===== src/rtl/tap_track_pkg.sv =====
package tap_track_pkg;
  typedef enum logic [1:0] {
    MV_HOLD = 2'd0,
    MV_UP   = 2'd1,
    MV_DN   = 2'd2
  } move_t;
endpackage


===== src/rtl/edge_judge.sv =====
module edge_judge
  import tap_track_pkg::*;
#(
  parameter bit EARLY = 1'b0
) (
  input  logic  d_rise,
  input  logic  d_fall,
  input  logic  g_rise_t,
  input  logic  g_rise_f,
  input  logic  g_fall_t,
  input  logic  g_fall_f,
  input  logic  toggled,
  output move_t mv
);
  logic all_eq;
  logic all_ne;
  logic want_more;
  logic want_less;

  always_comb begin
    all_eq = (g_rise_t == d_rise) && (g_rise_f == d_rise) &&
             (g_fall_t == d_fall) && (g_fall_f == d_fall);
    all_ne = (g_rise_t != d_rise) && (g_rise_f != d_rise) &&
             (g_fall_t != d_fall) && (g_fall_f != d_fall);
    // Guard fully inside the eye on the late side needs more delay.
    want_more = all_eq && toggled;
    want_less = all_ne;
    mv = MV_HOLD;
    if (EARLY) begin
      if (want_less)      mv = MV_UP;
      else if (want_more) mv = MV_DN;
    end else begin
      if (want_more)      mv = MV_UP;
      else if (want_less) mv = MV_DN;
    end
  end
endmodule


===== src/rtl/walk_filter.sv =====
module walk_filter
  import tap_track_pkg::*;
#(
  parameter int CW = 6
) (
  input  logic  clk,
  input  logic  rst_ni,
  input  move_t mv,
  output logic  fire_up,
  output logic  fire_dn
);
  localparam logic [CW-1:0] MAXV = {CW{1'b1}};
  localparam logic [CW-1:0] MID  = {1'b1, {(CW-1){1'b0}}};
  localparam logic [CW-1:0] ONE  = {{(CW-1){1'b0}}, 1'b1};

  logic [CW-1:0] cnt_q;
  logic [CW-1:0] cnt_d;
  logic          cnt_en;

  always_comb begin
    fire_up = 1'b0;
    fire_dn = 1'b0;
    cnt_en  = 1'b0;
    cnt_d   = cnt_q;
    if (mv == MV_UP) begin
      cnt_en = 1'b1;
      if (cnt_q == MAXV - ONE) begin
        fire_up = 1'b1;
        cnt_d   = MID;
      end else begin
        cnt_d = cnt_q + ONE;
      end
    end else if (mv == MV_DN) begin
      cnt_en = 1'b1;
      if (cnt_q == ONE) begin
        fire_dn = 1'b1;
        cnt_d   = MID;
      end else begin
        cnt_d = cnt_q - ONE;
      end
    end
  end

  always_ff @(posedge clk or negedge rst_ni) begin
    if (!rst_ni)     cnt_q <= MID;
    else if (cnt_en) cnt_q <= cnt_d;
  end

  // the counter recentres, so it never rests at either end
  a_r7_never_at_end: assert property (@(posedge clk) disable iff (!rst_ni)
    (cnt_q != '0) && (cnt_q != MAXV));

  // each cycle it moves by one step or returns to the midpoint
  a_r7_single_step: assert property (@(posedge clk) disable iff (!rst_ni)
    1'b1 |=> (cnt_q == MID) || (cnt_q == $past(cnt_q)) ||
             (cnt_q == $past(cnt_q) + ONE) || (cnt_q == $past(cnt_q) - ONE));
endmodule


===== src/rtl/guard_addr.sv =====
module guard_addr #(
  parameter int          AW   = 4,
  parameter logic [AW-1:0] INIT = '0
) (
  input  logic          clk,
  input  logic          rst_ni,
  input  logic          fire_up,
  input  logic          fire_dn,
  output logic [AW-1:0] addr
);
  localparam logic [AW-1:0] TOP = {AW{1'b1}};
  localparam logic [AW-1:0] ONE = {{(AW-1){1'b0}}, 1'b1};

  logic [AW-1:0] addr_d;
  logic          addr_en;

  always_comb begin
    addr_en = 1'b0;
    addr_d  = addr;
    if (fire_up && (addr != TOP)) begin
      addr_en = 1'b1;
      addr_d  = addr + ONE;
    end else if (fire_dn && (addr != '0)) begin
      addr_en = 1'b1;
      addr_d  = addr - ONE;
    end
  end

  always_ff @(posedge clk or negedge rst_ni) begin
    if (!rst_ni)      addr <= INIT;
    else if (addr_en) addr <= addr_d;
  end

  // no wrap from the top to the bottom or back
  a_r8_no_wrap: assert property (@(posedge clk) disable iff (!rst_ni)
    1'b1 |=> !(($past(addr) == TOP) && (addr == '0)) &&
             !(($past(addr) == '0) && (addr == TOP)));

  // a change is always a single step
  a_r8_unit_step: assert property (@(posedge clk) disable iff (!rst_ni)
    1'b1 |=> (addr == $past(addr)) || (addr == $past(addr) + ONE) ||
             (addr == $past(addr) - ONE));
endmodule


===== src/rtl/tap_track_ctrl.sv =====
module tap_track_ctrl
  import tap_track_pkg::*;
#(
  parameter int            AW         = 4,
  parameter int            CW         = 6,
  parameter logic [AW-1:0] EARLY_INIT = 4'd4,
  parameter logic [AW-1:0] LATE_INIT  = 4'd11
) (
  input  logic          clk,
  input  logic          rst_n,
  input  logic          samp_rise,
  input  logic          samp_fall,
  input  logic          late_rise_t,
  input  logic          late_rise_f,
  input  logic          late_fall_t,
  input  logic          late_fall_f,
  input  logic          early_rise_t,
  input  logic          early_rise_f,
  input  logic          early_fall_t,
  input  logic          early_fall_f,
  output logic [AW-1:0] early_tap,
  output logic [AW-1:0] late_tap,
  output logic [AW-1:0] data_tap
);
  localparam int NG = 2;  // index 0 = early guard, 1 = late guard

  logic [1:0]    rst_sync;
  logic          rst_i;
  logic          prev_fall;
  logic [NG-1:0] g_rt, g_rf, g_ft, g_ff, toggled, f_up, f_dn;
  move_t         mv [NG];
  logic [AW-1:0] tap [NG];
  logic [AW:0]   sum;
  logic [AW-1:0] data_d;

  always_ff @(posedge clk or negedge rst_n) begin
    if (!rst_n) rst_sync <= 2'b00;
    else        rst_sync <= {rst_sync[0], 1'b1};
  end
  assign rst_i = rst_sync[1];

  always_ff @(posedge clk or negedge rst_i) begin
    if (!rst_i) prev_fall <= 1'b0;
    else        prev_fall <= samp_fall;
  end

  always_comb begin
    g_rt    = {late_rise_t, early_rise_t};
    g_rf    = {late_rise_f, early_rise_f};
    g_ft    = {late_fall_t, early_fall_t};
    g_ff    = {late_fall_f, early_fall_f};
    toggled = {samp_rise ^ samp_fall, prev_fall ^ samp_rise};
  end

  for (genvar g = 0; g < NG; g++) begin : g_guard
    edge_judge #(.EARLY(g == 0)) u_judge (
      .d_rise   (samp_rise),
      .d_fall   (samp_fall),
      .g_rise_t (g_rt[g]),
      .g_rise_f (g_rf[g]),
      .g_fall_t (g_ft[g]),
      .g_fall_f (g_ff[g]),
      .toggled  (toggled[g]),
      .mv       (mv[g])
    );
    walk_filter #(.CW(CW)) u_filt (
      .clk     (clk),
      .rst_ni  (rst_i),
      .mv      (mv[g]),
      .fire_up (f_up[g]),
      .fire_dn (f_dn[g])
    );
    guard_addr #(.AW(AW), .INIT((g == 0) ? EARLY_INIT : LATE_INIT)) u_addr (
      .clk     (clk),
      .rst_ni  (rst_i),
      .fire_up (f_up[g]),
      .fire_dn (f_dn[g]),
      .addr    (tap[g])
    );
  end

  always_comb begin
    sum    = {1'b0, tap[0]} + {1'b0, tap[1]};
    data_d = sum[AW:1];
  end

  always_ff @(posedge clk or negedge rst_i) begin
    if (!rst_i) data_tap <= AW'((({1'b0, EARLY_INIT} + {1'b0, LATE_INIT}) >> 1));
    else        data_tap <= data_d;
  end

  assign early_tap = tap[0];
  assign late_tap  = tap[1];

  // a locked late pattern never moves the late tap
  a_r2_lock_holds: assert property (@(posedge clk) disable iff (!rst_i)
    (late_rise_t == samp_rise && late_rise_f != samp_rise &&
     late_fall_t == samp_fall && late_fall_f != samp_fall) |=> $stable(late_tap));

  // all-equal without a transition never moves the late tap
  a_r3_no_toggle_no_move: assert property (@(posedge clk) disable iff (!rst_i)
    (samp_rise == samp_fall && late_rise_t == samp_rise && late_rise_f == samp_rise &&
     late_fall_t == samp_fall && late_fall_f == samp_fall) |=> $stable(late_tap));

  // data tap follows the mean of the previous cycle's guard taps
  a_r9_data_mean: assert property (@(posedge clk) disable iff (!rst_i)
    1'b1 |=> ({1'b0, data_tap} == (({1'b0, $past(early_tap)} + {1'b0, $past(late_tap)}) >> 1)));
endmodule


===== config.mk =====
export PLATFORM = sky130hd
export DESIGN_NAME = tap_track_ctrl
export DESIGN_NICKNAME = d
export VERILOG_FILES = /design/src/rtl/tap_track_pkg.sv /design/src/rtl/edge_judge.sv /design/src/rtl/walk_filter.sv /design/src/rtl/guard_addr.sv /design/src/rtl/tap_track_ctrl.sv
export SDC_FILE = /design/constraint.sdc
export NUM_CORES = 1
export LEC_CHECK = 0
export ABC_AREA = 1
export BUFFER_PORTS_ARGS = -buffer_cell sky130_fd_sc_hd__buf_2
export CAP_MARGIN = 20
export CORE_MARGIN = 2
export CORE_UTILIZATION = 55
export DETAILED_ROUTE_END_ITERATION = 10
export PLACE_DENSITY = 0.75
export SLEW_MARGIN = 20
export SYNTH_ARGS = -nofsm -noshare
export SYNTH_HDL_FRONTEND = slang
export SYNTH_SLANG_ARGS = --single-unit

===== constraint.sdc =====
create_clock -name clk -period 2.6 [get_ports clk]
set_clock_uncertainty 0.15 [all_clocks]
set_input_delay 0.52 -clock clk [delete_from_list [all_inputs] [get_ports clk]]
set_output_delay 0.52 -clock clk [all_outputs]
set_load 0.02 [all_outputs]

## Word level (Yosys, flattened, before mapping)

Index checks and enable logic that the tools add are counted.

- Register bits: 27
- Input port bits: 12

- Add/subtract/negate cells: 9
- Eq/ne operators: 26
- Reductions and logical operators: 28
- Bitwise gates (word level): 2
- Multiplexer cells: 34

Operator list:

| cell | count |
|---|---|
| 6-bit 2-to-1 mux | 8 |
| 1-bit logical AND | 18 |
| 1-bit 2-to-1 mux | 18 |
| 4-bit 2-to-1 mux | 4 |
| 6-bit by 1-bit adder with 6-bit output (second input constant) | 2 |
| 6-bit by 1-bit equality test with 1-bit output (second input constant) | 2 |
| 6-bit equality test (second input constant) | 2 |
| 6-bit by 1-bit subtractor with 6-bit output (second input constant) | 2 |
| 4-bit by 1-bit adder with 4-bit output (second input constant) | 2 |
| 1-bit equality test | 8 |
| 2-bit 2-to-1 mux | 4 |
| 1-bit != test | 8 |
| 4-bit != test (second input constant) | 2 |
| 2-bit AND reduction | 4 |
| 2-bit nonzero test | 4 |
| 4-bit nonzero test | 2 |
| 4-bit by 1-bit subtractor with 4-bit output (second input constant) | 2 |
| 4-bit by 4-bit adder with 5-bit output | 1 |
| 2-bit by 1-bit equality test with 1-bit output (second input constant) | 2 |
| 2-bit equality test (second input constant) | 2 |
| 1-bit XOR | 2 |

## Depth between registers and ports, before layout

Gate-level depths: netlist of the first run.

- Depth in word-level cells: 14
- Gate-level depth with buffers: 18
- Depth with buffers taken out: 17

## Cells and area by module

From an unflattened synthesis of the first run, not the netlist that was laid out.

- Cells, all modules: 334
- Area, all modules: 2,403.6 µm²

By module, submodules not included:

| module | sequential area each (µm²) | cells each | times used | area an instance (µm²) |
|---|---|---|---|---|
| walk_filter | 151.4 | 89 | 2 | 604.3 |
| tap_track_ctrl | 178.9 | 32 | 1 | 339.1 |
| guard_addr (g_guard[1].u_addr) | 103.8 | 37 | 1 | 310.3 |
| guard_addr (g_guard[0].u_addr) | 101.3 | 37 | 1 | 307.8 |
| edge_judge | 0.0 | 25 | 2 | 118.9 |

## Worst setup path before layout of the first run

OpenSTA, ideal clock, no wires.

- Path type: register to register
- Start: register g_guard[0].u_filt.cnt_q[0]
- End: register g_guard[0].u_addr.addr[3]
- Slack: 0.324 ns
- Data arrival time: 2.009 ns
- Stages on the path, launching flop included: 18
- Period minus slack after synthesis: 2.276 ns
- Library setup time: 0.118 ns
- Cell sequence: dfrtp_1 -> inv_1 -> ha_1 -> nand2_1 -> nand3b_2 -> nor2_2 -> nand2_4 -> ha_1 -> nand2_1 -> nand2_1 -> nor2_1 -> inv_1 -> nand2_1 -> nand2_1 -> inv_2 -> nand2_1 -> nand2_1 -> nand2_1

- Longest elaborated chain between the ends: 8
- Elaborated cells on any way between the ends: 14

Ends and longest elaborated chain:

| item | RTL line | source |
|---|---|---|
| start, declared | walk_filter.sv:16 | `logic [CW-1:0] cnt_q;` |
| start signal, assigned | walk_filter.sv:46 | `else if (cnt_en) cnt_q <= cnt_d;` |
| 6-bit by 1-bit equality test with 1-bit output | walk_filter.sv:35 | `if (cnt_q == ONE) begin` |
| 1-bit 2-to-1 mux | walk_filter.sv:35 |  |
| 1-bit 2-to-1 mux | walk_filter.sv:33 | `end else if (mv == MV_DN) begin` |
| 1-bit 2-to-1 mux | walk_filter.sv:25 | `if (mv == MV_UP) begin` |
| 1-bit logical AND | guard_addr.sv:23 | `end else if (fire_dn && (addr != '0)) begin` |
| 1-bit 2-to-1 mux | guard_addr.sv:23 |  |
| 1-bit 2-to-1 mux | guard_addr.sv:20 | `if (fire_up && (addr != TOP)) begin` |
| 2-bit AND reduction (no source line) | -- |  |
| end signal, assigned | guard_addr.sv:31 | `else if (addr_en) addr <= addr_d;` |
| end, declared | guard_addr.sv:9 | `output logic [AW-1:0] addr` |

Parallel ways exist; a longest one is shown, timed or not.
A chain may end at the register's enable or synchronous reset.

## Worst setup path in the final report of the first run

Ends and elaborated chain as after synthesis.

==> results.txt, run 1 <==
----------------------------------------------------
[Floorplan]
  Core footprint ... 3943 sq um
  IO Count ... 24
  Width of the chip ... 67.69 um
  Number of standard-cell rows in the floorplan ... 23
  Starting density of the core ... 56.59%
  Vertical die dimension ... 67.69 um
  Die Footprint ... 4582 sq um

[Drt]
  Uppermost metal layer occupied by signal nets ... met4
  Met2 layer wire length in the routed design ... 2041 um
  Antenna viol nets, final ... 0
  Number of DRC markers in iteration 0 ... 150
  Detailed Route WL ... 4284 um
  Wire length the detailed router placed on met1 ... 2052 um
  DR DRC count ... 0
  Via total after detailed routing ... 1931
  WL met3 ... 167 um
  Average vias per placed instance ... 5.108
  WL per Instance ... 11.33 um
  Number of iterations in the first detailed-routing pass ... 4

[Logic synthesis]
  Net count after synthesis ... 331
  Cell area after technology mapping ... 2231 sq um
  Per-instance average area after synthesis ... 7.412 sq um
  Post-synthesis sequential area ratio ... 30.79%
  Yosys cell types ... 32
  Yosys synthesis warning count ... 0
  Yosys reg bits ... 27
  Number of instances in the synthesized netlist ... 301

[Worst setup path]
  CP max stage cell ... dfrtp_1
  Crit-path max FO ... 5
  Top delay family on crit path ... simple AND/OR/NAND/NOR gates
  Data required time at the worst endpoint ... 2.62 ns
  Arrival time worst endpoint ... 2.42 ns
  CP cell instances ... inv_2, ha_1, nand2_1, nand3b_2, nor2_4, nand2_4, ha_1, nand2_1, nand2_1, nor2_2, inv_1, nand2_1, nand2_1, inv_2, nand2_1, nand2_1, nand2_1
  Launching element type of the critical path ... register
  Kind of critical path ... register to register
  Kind of end point of the critical path ... register
  Delay of the slowest cell on the worst path ... 0.41 ns
  Most common cell type on the critical path ... nand2_1
  Worst Path Buf+Inv ... 3

[Clocking]
  Clock slew seen by the registers of the worst setup and hold paths ... 0.10 ns
  CTS sink count ... 27
  Clock buffer count from CTS ... 3
  Clock Root Buffer ... clkbuf_8
  H-tree depth reported by CTS ... 1
  CTS tree ... done
  Clock latency on the worst-skew pair ... 0.27 ns
  Max clock buf depth ... 2

[Finish]
  Final cell count without fillers ... 378
  Post-route cell area ... 2469 sq um
  Synth-to-layout area growth ... 10.66%
  Net count reported at finish ... 359
  Most frequent standard cell in the layout excluding fill and tap cells ... nand2_1
  Share of cells above drive strength 1 ... 23.17%
  Diode insertion count for antenna repair ... 0
  Most frequent cells in the layout ... nand2_1 (79), inv_1 (34), nor2_1 (24), buf_2 (23), nand3_1 (18)
  Fraction of the core area covered by cells at the end of the flow ... 62.61%

[Timing]
  Sum of negative setup slack ... 0 ns
  Final setup vio count ... 0
  Final hold vios ... 0
  Max Transition Viols Final ... 0
  Final setup slack of the worst path ... 0.1990 ns
  Fin crit share ... 92.35%
  Maximum achievable frequency ... 416.5 MHz
  Final critical delay including setup and external delays ... 2.401 ns

[Placed design]
  Number of buffers added on ports ... 23
  Final HPWL from detailed placement ... 3352 um
  Post-detailed-placement cell area ... 2382 sq um
  GPL Wtd Cong ... 0.8910
  Setup slack at placement ... 0.06551 ns
  Total instance count after detailed placement ... 372

[Hold path]
  Hold WC Path Type ... register to async pin

[GRT]
  GRT Overall Usage ... 20.99%
  Maximum number of pins on one net before global-route repair ... 26
  Global-route wire length before repair ... 7521 um
  Number of global-route vias before repair ... 1801
  GRT Residual Overflow ... 0
  Initial antenna violation count ... 0

[Power and ir drop]
  Pwr Density ... 796.3 nW/um^2
  Worst supply voltage drop on vdd ... 0.0003165 V
  Static Leak ... 1.287 nW

[Status]
  Outcome ... complete, no violations

[Flow run]
  Max-cap violation count ... 0

----------------------------------------------------
[layer usage]
metal | GRT usage, % | vias to the layer above
met5 | 0 | -
met3 | 2.167 | 2
met4 | 6.378 | 0
met1 | 28.01 | 879
met2 | 35.54 | 43
li1 | - | 1007
[cell families after synthesis]
kind of cell,Yosys count,share of synthesized area (%)
DFF,27,30.79
AOI/OAI and AO/OA,34,8.525
other,1,0.1681
xor gates and xnor gates,16,6.282
buffers and inverters,50,9.983
adders and majority gates,18,11.10
and+or+nand+nor,155,33.15
[power by group]
group	internal, mW	total (mW)	switching, mW
combinational	0.377	0.953	0.575
clock	0.109	0.248	0.139
sequential	0.585	0.765	0.180
total	1.07	1.97	0.894
[per-stage QoR]
step                      hold slack, ns  power (mW)
after floorplan                  0.07441       1.497
after global placement           0.08623       1.667
after detailed placement         0.09258       1.700
after CTS                         0.1014       1.955
after global routing              0.1283       2.176
final                            0.08580       1.966
[Yosys cell counts (all sizes together)]
library cell	number	area, sq um
nand2	90	375.3
inv	45	173.9
nor2	32	161.4
nand3	20	110.1
dfrtp	18	450.4
o21ai	16	80.07
ha	15	187.7
xor2	15	131.4
a21oi	9	45.04
dfstp	9	236.5
nand4	8	50.05
buf	5	48.79
o211ai	5	37.54
nor3	4	31.28
fa	3	60.06
o31ai	2	15.01
a31oi	1	6.260
conb	1	3.750
nand3b	1	11.26
o22ai	1	6.260
xnor2	1	8.760
[area by class of cell]
class / count / area [sq um]
Clock buffer: 3 / 41.29
Clock inverter: 1 / 7.507
Fill cell: 348 / 1474
Inverter: 45 / 173.9
Multi-Input combinational cell: 224 / 1340
Sequential cell: 27 / 688.2
Tap cell: 50 / 62.56
Timing Repair Buffer: 28 / 155.1
[registers in the layout, indices dropped and copies added (netlist names)]
signal,count
data_tap,4
g_guard.u_addr.addr,8
rst_sync,2
g_guard.u_filt.cnt_q,12
prev_fall,1
[worst paths after layout]
| path | to | from | depth (start not counted) | slack [ns] |
|---|---|---|---|---|
| min in group clk | rst_sync[1]$_DFF_PN0_ | rst_sync[0]$_DFF_PN0_ | 0 | 0.22 |
| max reg2reg | g_guard[0].u_addr.addr[3]$_DFFE_PN0P_ | g_guard[0].u_filt.cnt_q[0]$_DFFE_PN0P_ | 17 | 0.20 |
| max | g_guard[0].u_addr.addr[3]$_DFFE_PN0P_ | g_guard[0].u_filt.cnt_q[0]$_DFFE_PN0P_ | 17 | 0.20 |
| min reg2reg | data_tap[3]$_DFF_PN0_ | rst_sync[1]$_DFF_PN0_ | 1 | 0.09 |
| max in group asynchronous | rst_sync[0]$_DFF_PN0_ | rst_n | 2 | 1.82 |
| min | data_tap[3]$_DFF_PN0_ | rst_sync[1]$_DFF_PN0_ | 1 | 0.09 |
[what timing repair did]
item	CTS	global route
hold endpoints to repair	2	0
setup endpoints to repair	0	2
hold buffers	1	0
resized for setup	0	7
setup buffers	0	1
(Power assumes the default switching activity.)
==> run 2, diff against run 1 <==
--- a/config.mk
+++ b/config.mk
@@ -5,13 +5,12 @@
 export SDC_FILE = /design/constraint.sdc
 export NUM_CORES = 1
 export LEC_CHECK = 0
-export ABC_AREA = 1
-export BUFFER_PORTS_ARGS = -buffer_cell sky130_fd_sc_hd__buf_2
 export CAP_MARGIN = 20
 export CORE_MARGIN = 2
 export CORE_UTILIZATION = 55
 export DETAILED_ROUTE_END_ITERATION = 10
-export PLACE_DENSITY = 0.75
+export DONT_BUFFER_PORTS = 1
+export PLACE_DENSITY = 0.7
 export SLEW_MARGIN = 20
 export SYNTH_ARGS = -nofsm -noshare
 export SYNTH_HDL_FRONTEND = slang
==> run 2 against run 1 <==
Effect of this change: routed wire length fell by 3.7%; worst hold slack worse by 0.037 ns; fmax down 0.91%; combinational power down 47%; global-route usage increased by 0.71 points; non-clock buffer count fell by 14; setup slack lost 0.022 ns; sequential power shrank 12%; power fell by 30%; critical path depth decreased by 9; critical path type unchanged; largest cell class unchanged; highest routed layer unchanged.
==> results.txt, run 2 <==
----------------------------------------------------
[Drt]
  Detailed Route WL ... 4126 um (-3.7%)
  Antenna viol nets, final ... 0 (unchanged)
  Number of DRC markers in iteration 0 ... 118 (-21%)
  Via total after detailed routing ... 1680 (-13%)
  WL per Instance ... 15.69 um (+38%)
  Average vias per placed instance ... 6.388 (+25%)
  Number of iterations in the first detailed-routing pass ... 4 (unchanged)
  DR DRC count ... 0 (unchanged)

[Worst setup path]
  Data required time at the worst endpoint ... 2.71 ns (+0.09 ns)
  Launching element type of the critical path ... register
  CP max stage cell ... dfrtp_1
  Arrival time worst endpoint ... 2.54 ns (+0.12 ns)
  Kind of end point of the critical path ... register
  Worst Reg2Reg Path Length in Cells ... 8 (-9)
  Worst Path Buf+Inv ... 0 (-3)
  Delay of the slowest cell on the worst path ... 0.54 ns (+0.13 ns)
  Instance count on the critical path ... 8 (-9)
  Crit-path max FO ... 11 (+6)
  Kind of critical path ... register to register
  CP cell instances ... and3_1, and3_1, nand3_2, ha_1, a21o_1, a21oi_1, mux2i_1, xor2_1
  Most common cell type on the critical path ... and3_1
  Top delay family on crit path ... simple AND/OR/NAND/NOR gates

[GRT]
  Maximum number of pins on one net before global-route repair ... 24 (-7.7%)
  Met1 track utilization from global routing ... 28.44% (+0.43 points)
  GR peak layer ... met2
  GRT Overall Usage ... 21.69% (+0.71 points)
  Met2 layer usage reported by global route ... 37.50% (+2.0 points)
  GRT Residual Overflow ... 0 (unchanged)
  Met3 Usage GRT ... 3.393% (+1.2 points)
  Global-route wire length before repair ... 7210 um (-4.1%)
  Initial antenna violation count ... 0 (unchanged)
  Number of global-route vias before repair ... 1682 (-6.6%)

[Clocking]
  Clock Root Buffer ... clkbuf_4
  Post-CTS Setup Bufs ... 0 (unchanged)
  Number of hold-repair buffers added at the cts stage ... 1 (unchanged)
  CTS sink count ... 27 (unchanged)
  Post-cts repair resize count ... 0 (unchanged)
  Clock slew seen by the registers of the worst setup and hold paths ... 0.16 ns (+0.06 ns)
  CTS tree ... done
  Clock buffer count from CTS ... 3 (unchanged)
  Clock latency on the worst-skew pair ... 0.32 ns (+0.05 ns)
  H-tree depth reported by CTS ... 1 (unchanged)
  Max clock buf depth ... 2 (unchanged)

[Logic synthesis]
  Commonest cells post-synth ... dfrtp_1 (18), ha_1 (15), nor2_1 (15)
  Per-instance average area after synthesis ... 9.507 sq um (+28%)
  Count leader, synth ... dfrtp_1
  Yosys cell types ... 51 (+59%)
  Async S/R FF share, synth ... 100.0% (unchanged)
  Yosys synthesis warning count ... 0 (unchanged)
  Share of the synthesized area in the top cell type ... 23.23% (+3.0 points)
  Dominant synthesized flop cell ... dfrtp_1
  Synth area leader ... dfrtp_1
  Net count after synthesis ... 234 (-29%)
  Cell area after technology mapping ... 1939 sq um (-13%)
  Post-synthesis sequential area ratio ... 35.42% (+4.6 points)
  Yosys reg bits ... 27 (unchanged)
  Number of synthesized flops with an enable pin ... 0 (unchanged)
  Number of instances in the synthesized netlist ... 204 (-32%)
  Leading cell types by total area after synthesis ... dfrtp_1 (23%), dfstp_2 (12%), ha_1 (9.7%)

[Status]
  Outcome ... complete, no violations

[Floorplan]
  Number of standard-cell rows in the floorplan ... 21 (-8.7%)
  Width of the chip ... 63.38 um (-6.4%)
  Vertical die dimension ... 63.38 um (-6.4%)
  Core footprint ... 3363 sq um (-15%)
  Die Footprint ... 4017 sq um (-12%)
  IO Count ... 24 (unchanged)
  Starting density of the core ... 57.66% (+1.1 points)

[Power and ir drop]
  Sum of internal, switching and leakage power ... 1.369 mW (-30%)
  Pwr Density ... 644.3 nW/um^2 (-19%)
  Share of power burned in combinational logic ... 36.6% (-12 points)
  Worst supply voltage drop on vdd ... 0.0003155 V (-0.33%)
  Register share of total power ... 49.4% (+10 points)
  Static Leak ... 0.9475 nW (-26%)
  Pint ... 0.8105 mW (-24%)
  Proportion of power drawn by the clock network ... 14.0% (+1.4 points)
  Switch share ... 40.79% (-4.7 points)
  Switch Pwr ... 0.5583 mW (-38%)

[Finish]
  Share of cells above drive strength 1 ... 17.97% (-5.2 points)
  Diode insertion count for antenna repair ... 0 (unchanged)
  Reg with most FFs ... g_guard.u_filt.cnt_q
  Fraction of the core area covered by cells at the end of the flow ... 63.17% (+0.55 points)
  Net count reported at finish ... 248 (-31%)
  Most frequent cells in the layout ... dfrtp_1 (18), nor2_1 (15), ha_1 (15), nand2_1 (14), a21oi_1 (14)
  Most frequent standard cell in the layout excluding fill and tap cells ... dfrtp_1
  Number of flip-flops in the largest register ... 12 (unchanged)
  Synth-to-layout area growth ... 9.549%
  Registers with the most flip-flops ... g_guard.u_filt.cnt_q (12), g_guard.u_addr.addr (8), data_tap (4)

[Timing]
  Max Transition Viols Final ... 0 (unchanged)
  Setup repair after global routing missed its margin ... no
  Slew margin rel. ... 36.09%
  Worst-Margin Slew ... 0.9587 ns
  Final setup vio count ... 0 (unchanged)
  Maximum achievable frequency ... 412.7 MHz (-0.91%)
  Final setup slack of the worst path ... 0.1769 ns (-0.02207 ns)
  Fin crit share ... 93.19% (+0.85 points)
  Final hold vios ... 0 (unchanged)
  Final critical delay including setup and external delays ... 2.423 ns (+0.02207 ns)

[Hold path]
  Hold Crit Depth ... 0
  Hold WC Path Type ... primary input to register

[Placed design]
  GPL Wtd Cong ... 0.8653 (-2.9%)
  Final HPWL from detailed placement ... 3096 um (-7.7%)
  Number of buffers added on ports ... 0 (-100%)
  Setup slack at placement ... 0.03817 ns (-0.02735 ns)

[Flow run]
  Max-cap violation count ... 0 (unchanged)

----------------------------------------------------
-- run 2: cell types whose count changed in the layout (fill, tap and decap cells not counted), moves of 10 or more --
cell     previous run  this run
buf_2              23         0
inv_1              34         7
nand2_1            79        14
xor2_1             15         5
-- run 2: final cells by class --
cell class                 count  area, sq um
inverter                       7        26.28
clock inverter                 1        7.507
timing repair buffer          14        107.6
sequential                    27        686.9
fill                         300         1239
tap                           46        57.56
clock buffer                   3        22.52
multi-input combinational    165         1216
-- run 2: path summary, 6_finish.rpt --
check,from,to,slack (ns)
min reg2reg,rst_sync[0]$_DFF_PN0_,rst_sync[1]$_DFF_PN0_,0.22
max reg2reg,g_guard[0].u_filt.cnt_q[2]$_DFFE_PN0P_,g_guard[0].u_addr.addr[3]$_DFFE_PN0P_,0.18
min,samp_fall,prev_fall$_DFF_PN0_,0.05
max in group asynchronous,rst_sync[1]$_DFF_PN0_,g_guard[1].u_addr.addr[3]$_DFFE_PN1P_,1.36
max,g_guard[0].u_filt.cnt_q[2]$_DFFE_PN0P_,g_guard[0].u_addr.addr[3]$_DFFE_PN0P_,0.18
min in group asynchronous,rst_n,rst_sync[0]$_DFF_PN0_,0.25
-- run 2: cells by family after synthesis --
family / synth area share (%)
simple gates: 20.45
compound gates: 22.00
flops: 35.42
fa+ha+maj: 12.77
buf+inv: 2.452
xor+xnor: 3.161
mux: 3.548
other cells: 0.1934
-- run 2: power groups by stage --
stage | logic, mW | registers, mW | clock network [mW]
final | 0.501 | 0.676 | 0.191
after global routing | 0.570 | 0.697 | 0.216
after CTS | 0.497 | 0.671 | 0.201
after detailed placement | 0.493 | 0.680 | 0
after global placement | 0.464 | 0.667 | 0
after floorplan | 0.396 | 0.639 | 0
-- run 2: worst reg2reg max path, cell delays in order (launching register included) --
cell and delay [ns]:
dfrtp_1 0.54, and3_1 0.27, and3_1 0.26, nand3_2 0.12
ha_1 0.29, a21o_1 0.17, a21oi_1 0.17, mux2i_1 0.23
xor2_1 0.16
-- run 2: layer usage --
metal / part of all wire, % / vias to the layer above / wire, um
met5: 0 / - / 0
met4: 0.92 / 0 / 38
met3: 6.0 / 6 / 249
met2: 48 / 60 / 1964
met1: 45 / 816 / 1872
li1: - / 798 / -
-- run 2: through the flow --
step	cells	TNS [ns]	cell area (sq um)	hold slack, ns
detailed placement	258	0	2085	0.07444
CTS	263	0	2125	0.02879
finish	263	0	2125	0.04902
floorplan	204	-0.003835	1953	0.07441
global route	263	0	2125	0.01036
global placement	258	0	2085	0.07445
